==> config.mk <==
export PLATFORM = sky130hd
export DESIGN_NAME = fetch_seq
export DESIGN_NICKNAME = d
export VERILOG_FILES = /design/src/rtl/fetch_seq_pkg.sv /design/src/rtl/fs_trig_dec.sv /design/src/rtl/fs_rom.sv /design/src/rtl/fs_ctrl.sv /design/src/rtl/fetch_seq.sv
export SDC_FILE = /design/constraint.sdc
export NUM_CORES = 1
export LEC_CHECK = 0
export ABC_AREA = 1
export BUFFER_PORTS_ARGS = -buffer_cell sky130_fd_sc_hd__buf_2
export CAP_MARGIN = 20
export CORE_AREA = 2 2 62 64
export CTS_CLUSTER_SIZE = 12
export DETAILED_ROUTE_END_ITERATION = 7
export DIE_AREA = 0 0 64 66
export PLACE_DENSITY = 0.75
export SLEW_MARGIN = 40
export SYNTH_ARGS = -nofsm -noshare
export SYNTH_HDL_FRONTEND = slang
export SYNTH_HIERARCHICAL = 1
export SYNTH_SLANG_ARGS = --single-unit
==> constraint.sdc <==
create_clock -name clk_i -period 2.35 [get_ports clk_i]
set_clock_uncertainty 0.05 [all_clocks]
set_input_delay 0 -clock clk_i [delete_from_list [all_inputs] [get_ports clk_i]]
set_output_delay 0 -clock clk_i [all_outputs]
set_load 0.01 [all_outputs]
==> src/rtl/fetch_seq_pkg.sv <==
package fetch_seq_pkg;
  localparam int IW  = 32;
  localparam int OPW = 4;

  localparam logic [OPW-1:0] OP_LOAD  = 4'hA;
  localparam logic [OPW-1:0] OP_STORE = 4'hB;

  localparam int BASE_LOAD  = 0;
  localparam int BASE_STORE = 2;
  localparam int BASE_EXC   = 4;

  typedef struct packed {
    logic          last;
    logic [IW-1:0] op;
  } rom_word_t;

  // micro-op routines, last flag ends a routine
  function automatic rom_word_t rom_entry(input int idx);
    rom_word_t w;
    case (idx)
      0:       w = '{last: 1'b0, op: 32'h1100_0001}; // load: address add
      1:       w = '{last: 1'b1, op: 32'hE100_0001}; // load: custom access
      2:       w = '{last: 1'b0, op: 32'h2100_0002}; // store: address sub
      3:       w = '{last: 1'b1, op: 32'hE200_0002}; // store: custom access
      4:       w = '{last: 1'b0, op: 32'h3000_0004}; // exception entry
      5:       w = '{last: 1'b0, op: 32'h3000_0005};
      6:       w = '{last: 1'b1, op: 32'hE300_0006};
      default: w = '{last: 1'b1, op: '0};
    endcase
    return w;
  endfunction
endpackage

==> src/rtl/fs_trig_dec.sv <==
module fs_trig_dec
  import fetch_seq_pkg::*;
#(
  parameter int AW = 4
) (
  input  logic [OPW-1:0] opcode_i,
  input  logic           valid_i,
  input  logic           exc_req_i,
  output logic           hit_o,
  output logic [AW-1:0]  base_o
);
  always_comb begin
    hit_o  = 1'b0;
    base_o = '0;
    if (exc_req_i) begin
      hit_o  = 1'b1;
      base_o = AW'(BASE_EXC);
    end else if (valid_i && opcode_i == OP_LOAD) begin
      hit_o  = 1'b1;
      base_o = AW'(BASE_LOAD);
    end else if (valid_i && opcode_i == OP_STORE) begin
      hit_o  = 1'b1;
      base_o = AW'(BASE_STORE);
    end
  end
endmodule

==> src/rtl/fs_rom.sv <==
module fs_rom
  import fetch_seq_pkg::*;
#(
  parameter int AW = 4
) (
  input  logic [AW-1:0] addr_i,
  output logic          last_o,
  output logic [IW-1:0] op_o
);
  localparam int DEPTH = 1 << AW;

  rom_word_t mem [DEPTH];

  for (genvar i = 0; i < DEPTH; i++) begin : g_word
    assign mem[i] = rom_entry(i);
  end

  assign last_o = mem[addr_i].last;
  assign op_o   = mem[addr_i].op;
endmodule

==> src/rtl/fs_ctrl.sv <==
module fs_ctrl #(
  parameter int AW = 4
) (
  input  logic          clk_i,
  input  logic          rst_ni,
  input  logic          stall_i,
  input  logic          hit_i,
  input  logic [AW-1:0] base_i,
  input  logic          last_i,
  output logic          engage_o,
  output logic [AW-1:0] addr_o
);
  logic          busy_q;
  logic [AW-1:0] ptr_q;

  // new triggers are ignored while a routine runs
  assign engage_o = busy_q | hit_i;
  assign addr_o   = busy_q ? ptr_q : base_i;

  always_ff @(posedge clk_i or negedge rst_ni) begin
    if (!rst_ni) begin
      busy_q <= 1'b0;
      ptr_q  <= '0;
    end else if (engage_o) begin
      if (stall_i) begin
        busy_q <= 1'b1;
        ptr_q  <= addr_o;
      end else if (last_i) begin
        busy_q <= 1'b0;
      end else begin
        busy_q <= 1'b1;
        ptr_q  <= addr_o + 1'b1;
      end
    end
  end


  stall_freeze_chk: assert property (@(posedge clk_i) disable iff (!rst_ni)
    busy_q && stall_i |=> busy_q && $stable(ptr_q));


  no_retrigger_chk: assert property (@(posedge clk_i) disable iff (!rst_ni)
    busy_q && hit_i && !stall_i && !last_i |=> busy_q && ptr_q == $past(ptr_q) + 1'b1);


  release_chk: assert property (@(posedge clk_i) disable iff (!rst_ni)
    engage_o && last_i && !stall_i |=> !busy_q);


  start_chk: assert property (@(posedge clk_i) disable iff (!rst_ni)
    !busy_q && hit_i && !stall_i && !last_i |=> busy_q && ptr_q == $past(base_i) + 1'b1);
endmodule

==> src/rtl/fetch_seq.sv <==
module fetch_seq
  import fetch_seq_pkg::*;
#(
  parameter int AW = 4
) (
  input  logic          clk_i,
  input  logic          rst_ni,
  input  logic          stall_i,
  input  logic          exc_req_i,
  input  logic [31:0]   icache_instr_i,
  input  logic          icache_valid_i,
  output logic [31:0]   instr_o,
  output logic          valid_o,
  output logic          pc_hold_o
);
  logic          hit;
  logic [AW-1:0] base;
  logic [AW-1:0] addr;
  logic          last;
  logic          engage;
  logic [IW-1:0] rom_op;

  fs_trig_dec #(.AW(AW)) u_dec (
    .opcode_i  (icache_instr_i[IW-1 -: OPW]),
    .valid_i   (icache_valid_i),
    .exc_req_i (exc_req_i),
    .hit_o     (hit),
    .base_o    (base)
  );

  fs_ctrl #(.AW(AW)) u_ctrl (
    .clk_i    (clk_i),
    .rst_ni   (rst_ni),
    .stall_i  (stall_i),
    .hit_i    (hit),
    .base_i   (base),
    .last_i   (last),
    .engage_o (engage),
    .addr_o   (addr)
  );

  fs_rom #(.AW(AW)) u_rom (
    .addr_i (addr),
    .last_o (last),
    .op_o   (rom_op)
  );

  assign instr_o   = engage ? rom_op : icache_instr_i;
  assign valid_o   = engage | icache_valid_i;
  assign pc_hold_o = engage;


  hold_valid_chk: assert property (@(posedge clk_i) disable iff (!rst_ni)
    pc_hold_o |-> valid_o);
endmodule

* Yosys cells after proc, flatten, opt, wreduce, memory -nomap -nowiden
Memory sizes are Yosys's and may differ from the RTL's.
Cells that the tools add are included.
** Word-level totals
- Bits in registers :: 5
- Latch bits :: 0
- RAM bits :: 0
- Bits in read-only memories :: 528
- Output and inout bits :: 34
- Logic and storage cells :: 28
- Memories :: 1
** Memories
- (name not given) :: depth 16, width 33, read ports 1, clocked after memory_dff 0, wr ports 0, line fs_rom.sv:18 : assign last_o = mem[addr_i].last;
** Cells by class
- Add/subtract/negate cells :: 1
- $mul :: 0
- Div/mod/pow operators :: 0
- $lt $le $gt $ge :: 1
- Equal/unequal tests :: 3
- Shift operators :: 0
- Multiplexer cells :: 14
- Bitwise gates (word level) :: 3
- Reduce and logical (&&, ||, !) cells :: 3
** Operator list (count)
- $mux W33 :: 2
- $mux W32 :: 1
- $mux W4 :: 5
- $eq A4 B4 Y1 const B :: 2
- $ge A5 B5 Y1 const B :: 1
- $mux W1 :: 5
- $not A4 Y5 :: 1
- $add A4 B1 Y4 const B :: 1
- $logic_and A1 B1 Y1 :: 2
- $mux W2 :: 1
- $ne A2 B2 Y1 const B :: 1
- $or A1 B1 Y1 :: 2
- $reduce_and A2 Y1 :: 1

* Longest topological paths before layout
- Depth in word-level cells :: 12
- Gate-level depth with buffers :: 17

* Cells and area by module
Netlist, hierarchy kept.
** Modules (own cells, without submodules)
- fetch_seq :: times used 1, cells each 105, area each 440.4 µm², sequential area each 0.0 µm²
- fs_ctrl :: times used 1, cells each 52, area each 371.6 µm², sequential area each 125.1 µm²
- fs_rom :: times used 1, cells each 52, area each 299.0 µm², sequential area each 0.0 µm²
- fs_trig_dec :: times used 1, cells each 13, area each 65.1 µm², sequential area each 0.0 µm²

* Worst setup path before layout
Ideal clock, no wire load.
- Path kind :: reg-to-reg
- Start point :: reg u_ctrl.busy_q
- End point :: reg u_ctrl.ptr_q[0]
- Setup time :: 126 ps
- Arrival time :: 1374 ps
- Path slack :: 800 ps
- Cell stages (with the launch flop) :: 14
- Buffers on the path :: 0
- Period minus slack after synthesis :: 1550 ps
- Cells stage by stage :: dfrtp_1 inv_2 nand2_1 nand2_2 inv_1 inv_1 nand2_1 nand2_1 o21ai_0 nand2_1 nand2_4 inv_6 o21ai_0 o22ai_1
** Between the ends
- Cells in the longest elaborated chain, start to end :: 7
- Elaborated cells between the ends (all ways) :: 11
- Those cells by class :: add/sub: 1; eq/ne: 1; mux: 5; bitwise: 2; reduce/logical: 1; memory: 1
** RTL lines
- from (decl) :: line fs_ctrl.sv:13 : logic busy_q;
- from (signal assigned) :: line fs_ctrl.sv:22 : busy_q <= 1'b0;
- from (signal assigned) :: line fs_ctrl.sv:26 : busy_q <= 1'b1;
- from (signal assigned) :: line fs_ctrl.sv:29 : busy_q <= 1'b0;
- $mux W4 :: line fs_ctrl.sv:18 : assign addr_o = busy_q ? ptr_q : base_i;
- net addr[1] :: line fetch_seq.sv:18 : logic [AW-1:0] addr;
- $not A4 Y5 (not written as such) :: line fs_rom.sv:18
- $mem_v2 Z16 W33
- $mux W33 (not written as such) (2 in a row) :: line fs_rom.sv:18
- net last :: line fetch_seq.sv:19 : logic last;
- $ne A2 B2 Y1 (no line)
- $reduce_and A2 Y1 (no line)
- to (signal assigned) :: line fs_ctrl.sv:27 : ptr_q <= addr_o;
- to (signal assigned) :: line fs_ctrl.sv:32 : ptr_q <= addr_o + 1'b1;
- to (decl) :: line fs_ctrl.sv:14 : logic [AW-1:0] ptr_q;
The timed path passes the listed nets, and every way through them passes these cells. The select of a mux whose other input is x is not followed.
A chain may end at the register's enable or synchronous reset.

* Worst setup path in the final report
- Start point :: reg u_ctrl.busy_q
- End point :: out instr_o[31]
** Between the ends
- Cells in the longest elaborated chain, start to end :: 6
- Elaborated cells between the ends (all ways) :: 7
- Those cells by class :: mux: 4; bitwise: 2; memory: 1
** RTL lines
- $mux W4 :: line fs_ctrl.sv:18
- net addr[0] :: line fetch_seq.sv:18
- $not A4 Y5 (not written as such) :: line fs_rom.sv:19 : assign op_o = mem[addr_i].op;
- $mem_v2 Z16 W33
- $mux W33 (2 in a row)
- $mux W32 :: line fetch_seq.sv:48 : assign instr_o = engage ? rom_op : icache_instr_i;
- to (decl) :: line fetch_seq.sv:12 : output logic [31:0] instr_o,
The timed path passes the listed nets, and every way through them passes these cells. The select of a mux whose other input is x is not followed.

==> results.sh <==
export IMPL_status="completed"
export IMPL_arrival_ps=1770
export IMPL_synth_compound_area_frac=0.0660
export IMPL_cts_tree="done"
export IMPL_grt_pass1_vias=1045
export IMPL_placed_cell_area_um2=1400
export IMPL_postCtsHoldBufs=1
export IMPL_hpwl_um=2020
export IMPL_tns_ps=0
export IMPL_grt_max_degree=37
export IMPL_syn_area_um2=1180
export IMPL_post_route_min_period_ps=1820
export IMPL_fp_dieH_um=66
export IMPL_port_buffers=70
export IMPL_path_cells="inv_2 > nand2_1 > nand2_2 > inv_1 > inv_1 > nand2_1 > a21oi_1 > nand2_1 > nand2_1 > buf_2"
export IMPL_yosys_mux_area_fraction=0
export IMPL_hp_class="in2async"
export IMPL_die_w_um=64
export IMPL_cts_resized=0
export IMPL_powerDensity_nw_per_um2=1100
export IMPL_cts_htree_levels=1
export IMPL_routed_wl_um=2610
export IMPL_cts_post_setup_buffers_inserted=0
export IMPL_io_pins=71
export IMPL_rsz0062_at_grt="false"
export IMPL_startpoint_type="flop"
export IMPL_cp_required_ps=2300
export IMPL_yosys_warnings=6
export IMPL_synth_simple_area_share=0.494
export IMPL_drv_slew=0
export IMPL_min_period_over_period=0.776
export IMPL_finalSetupViolCount=0
export IMPL_seq_area_frac_synth=0.106
export IMPL_clock_root_buffer="clkbuf_4"
export IMPL_drive_gt1_frac=0.315
export IMPL_clkSlewWorstSetupHoldPaths_ps=50
export IMPL_routedWlPerCell_um=7.80
export IMPL_via_per_inst=3.83
export IMPL_final_cell_area_um2=1440
export IMPL_dr_pass1_iters=5
export IMPL_insertion_delay_ps=260
export IMPL_clockBufferDepth=2
export IMPL_first_iter_violations=45
export IMPL_ff2ff_path_depth=13
export IMPL_die_area_um2=4220
export IMPL_avgSynthCellArea_um2=5.30
export IMPL_crit_path_end_kind="output port"
export IMPL_globalplace_congestion=0.842
export IMPL_row_count=22
export IMPL_drc_errors=0
export IMPL_grt_pass1_wl_um=4130
export IMPL_synth_distinct_cells=25
export IMPL_final_hold_viol_count=0
export IMPL_r2r_slack_ps=580
export IMPL_grt_usage=0.122
export IMPL_ir_drop_uv=446
export IMPL_netlist_instances=222
export IMPL_maxCapViolations=0
export IMPL_clkSinkCount=5
export IMPL_regToRegStartpoint="u_ctrl/busy_q$_DFFE_PN0P_"
export IMPL_cts_buffers=3
export IMPL_synth_fa_ha_area_frac=0.0106
export IMPL_criticalPathCategory="reg2out"
export IMPL_fillers=390
export IMPL_reg2reg_to="u_ctrl/ptr_q[0]$_DFFE_PN0P_"
export IMPL_cp_max_fo=8
export IMPL_synth_top_family_by_area="simple AND/OR/NAND/NOR gates"
export IMPL_core_area_um2=3550
export IMPL_vias=1279
export IMPL_fmax_ghz=0.548
export IMPL_synth_seq_cells=5
export IMPL_crit_slowest_cell="dfrtp_1"
export IMPL_synth_xor_area_frac=0.00745
export IMPL_gr_total_overflow=0
export IMPL_insertedDiodeCount=0
export IMPL_start_util=0.331
export IMPL_max_stage_delay_ps=430
export IMPL_syn2layout_area_growth_pct=22.3
export IMPL_ant_nets=0
export IMPL_p_leak_nw=0.981
export IMPL_hold_ws_ps=28.2
export IMPL_fin_nets=325
export IMPL_antenna_found_initial=0
export IMPL_crit_path_frequent_cell="nand2_1"
[synth_stat cells, drive strengths merged]
cell type / count / area share
nand2: 129 / 0.42
nor2: 9 / 0.044
a21oi: 4 / 0.017
ha: 1 / 0.011
dfrtp: 5 / 0.11
xnor2: 1 / 0.0074
nand3: 3 / 0.013
o22ai: 2 / 0.016
buf: 34 / 0.23
o21ai: 7 / 0.033
or2: 2 / 0.013
inv: 23 / 0.080
conb: 2 / 0.0064
[per-stage QoR]
stage                     cells  total power, W  utilization  setup WS [ps]
final                       334         0.00159        0.405            526
after global routing        334         0.00177        0.405            369
after detailed placement    329         0.00148        0.395            616
after floorplan             245         0.00120            -            800
after global placement      329         0.00147        0.395            693
after CTS                   334         0.00160        0.405            530
[layout by cell type (no fill, tap or decap), types with 2 or more instances in the layout]
cell type / synthesis / routed
nand2_2: 3 / 3
conb_1: 2 / 25
buf_2: 0 / 70
nand2_1: 125 / 125
nor2_2: 4 / 4
inv_1: 19 / 19
nand3_1: 3 / 3
a21oi_1: 4 / 4
clkbuf_4: 0 / 3
nor2_1: 4 / 4
inv_2: 2 / 2
o21ai_0: 5 / 5
dfrtp_1: 5 / 5
[flip-flops by register name (all words and copies together) (netlist names)]
register / cells
u_ctrl/ptr_q: 4
u_ctrl/busy_q: 1
[worst max-delay path by stage]
stage | start | to | slack [ps]
6_report | u_ctrl/busy_q$_DFFE_PN0P_ | instr_o[31] | 530
3_3_place_gp | u_ctrl/busy_q$_DFFE_PN0P_ | u_ctrl/ptr_q[0]$_DFFE_PN0P_ | 690
5_1_grt | u_ctrl/busy_q$_DFFE_PN0P_ | instr_o[31] | 370
4_1_cts | u_ctrl/busy_q$_DFFE_PN0P_ | instr_o[31] | 530
3_5_place_dp | u_ctrl/busy_q$_DFFE_PN0P_ | u_ctrl/ptr_q[0]$_DFFE_PN0P_ | 620
2_1_floorplan | u_ctrl/busy_q$_DFFE_PN0P_ | u_ctrl/ptr_q[0]$_DFFE_PN0P_ | 800
[kinds of logic (layout without fill, tap and decap cells)]
logic type               after synthesis  in the layout
other                                  2             25
adder cells (fa/ha/maj)                1              1
buffers and inverters                 57             98
flip-flops                             5              5
AO/OA/AOI/OAI                         13             13
AND/OR/NAND/NOR                      143            143
XOR/XNOR                               1              1
[layout make-up]
| type | count | area [um2] | area share |
|---|---|---|---|
| Multi-Input combinational cell | 183 | 773 | 0.537 |
| Timing Repair Buffer | 71 | 360 | 0.250 |
| Sequential cell | 5 | 125 | 0.0870 |
| Inverter | 23 | 93.8 | 0.0652 |
| Tap cell | 48 | 60.1 | 0.0417 |
| Clock buffer | 4 | 26.3 | 0.0183 |
[per-layer routing]
layer / vias up / global-route usage / routed length, um
met5: - / 0 / 0
met4: 0 / 0.0652 / 49
met3: 5 / 0.0204 / 226
met2: 57 / 0.216 / 1160
met1: 484 / 0.139 / 1170
li1: 733 / - / -
[power breakdown]
part,internal (W),switching [W],leakage [nW]
logic,0.000486,0.000836,0.907
clock network,0.0000646,0.0000417,0.0150
registers,0.000132,0.0000268,0.0598
total,0.000683,0.000905,0.981
[critical path, delay by kind of cell (launching register included)]
family / cells / cell delay, ps
AOI/OAI and AO/OA: 1 / 220
buffers and inverters: 4 / 480
DFF: 1 / 430
and+or+nand+nor: 5 / 380
Note: power is estimated with default switching activity, not from simulation.
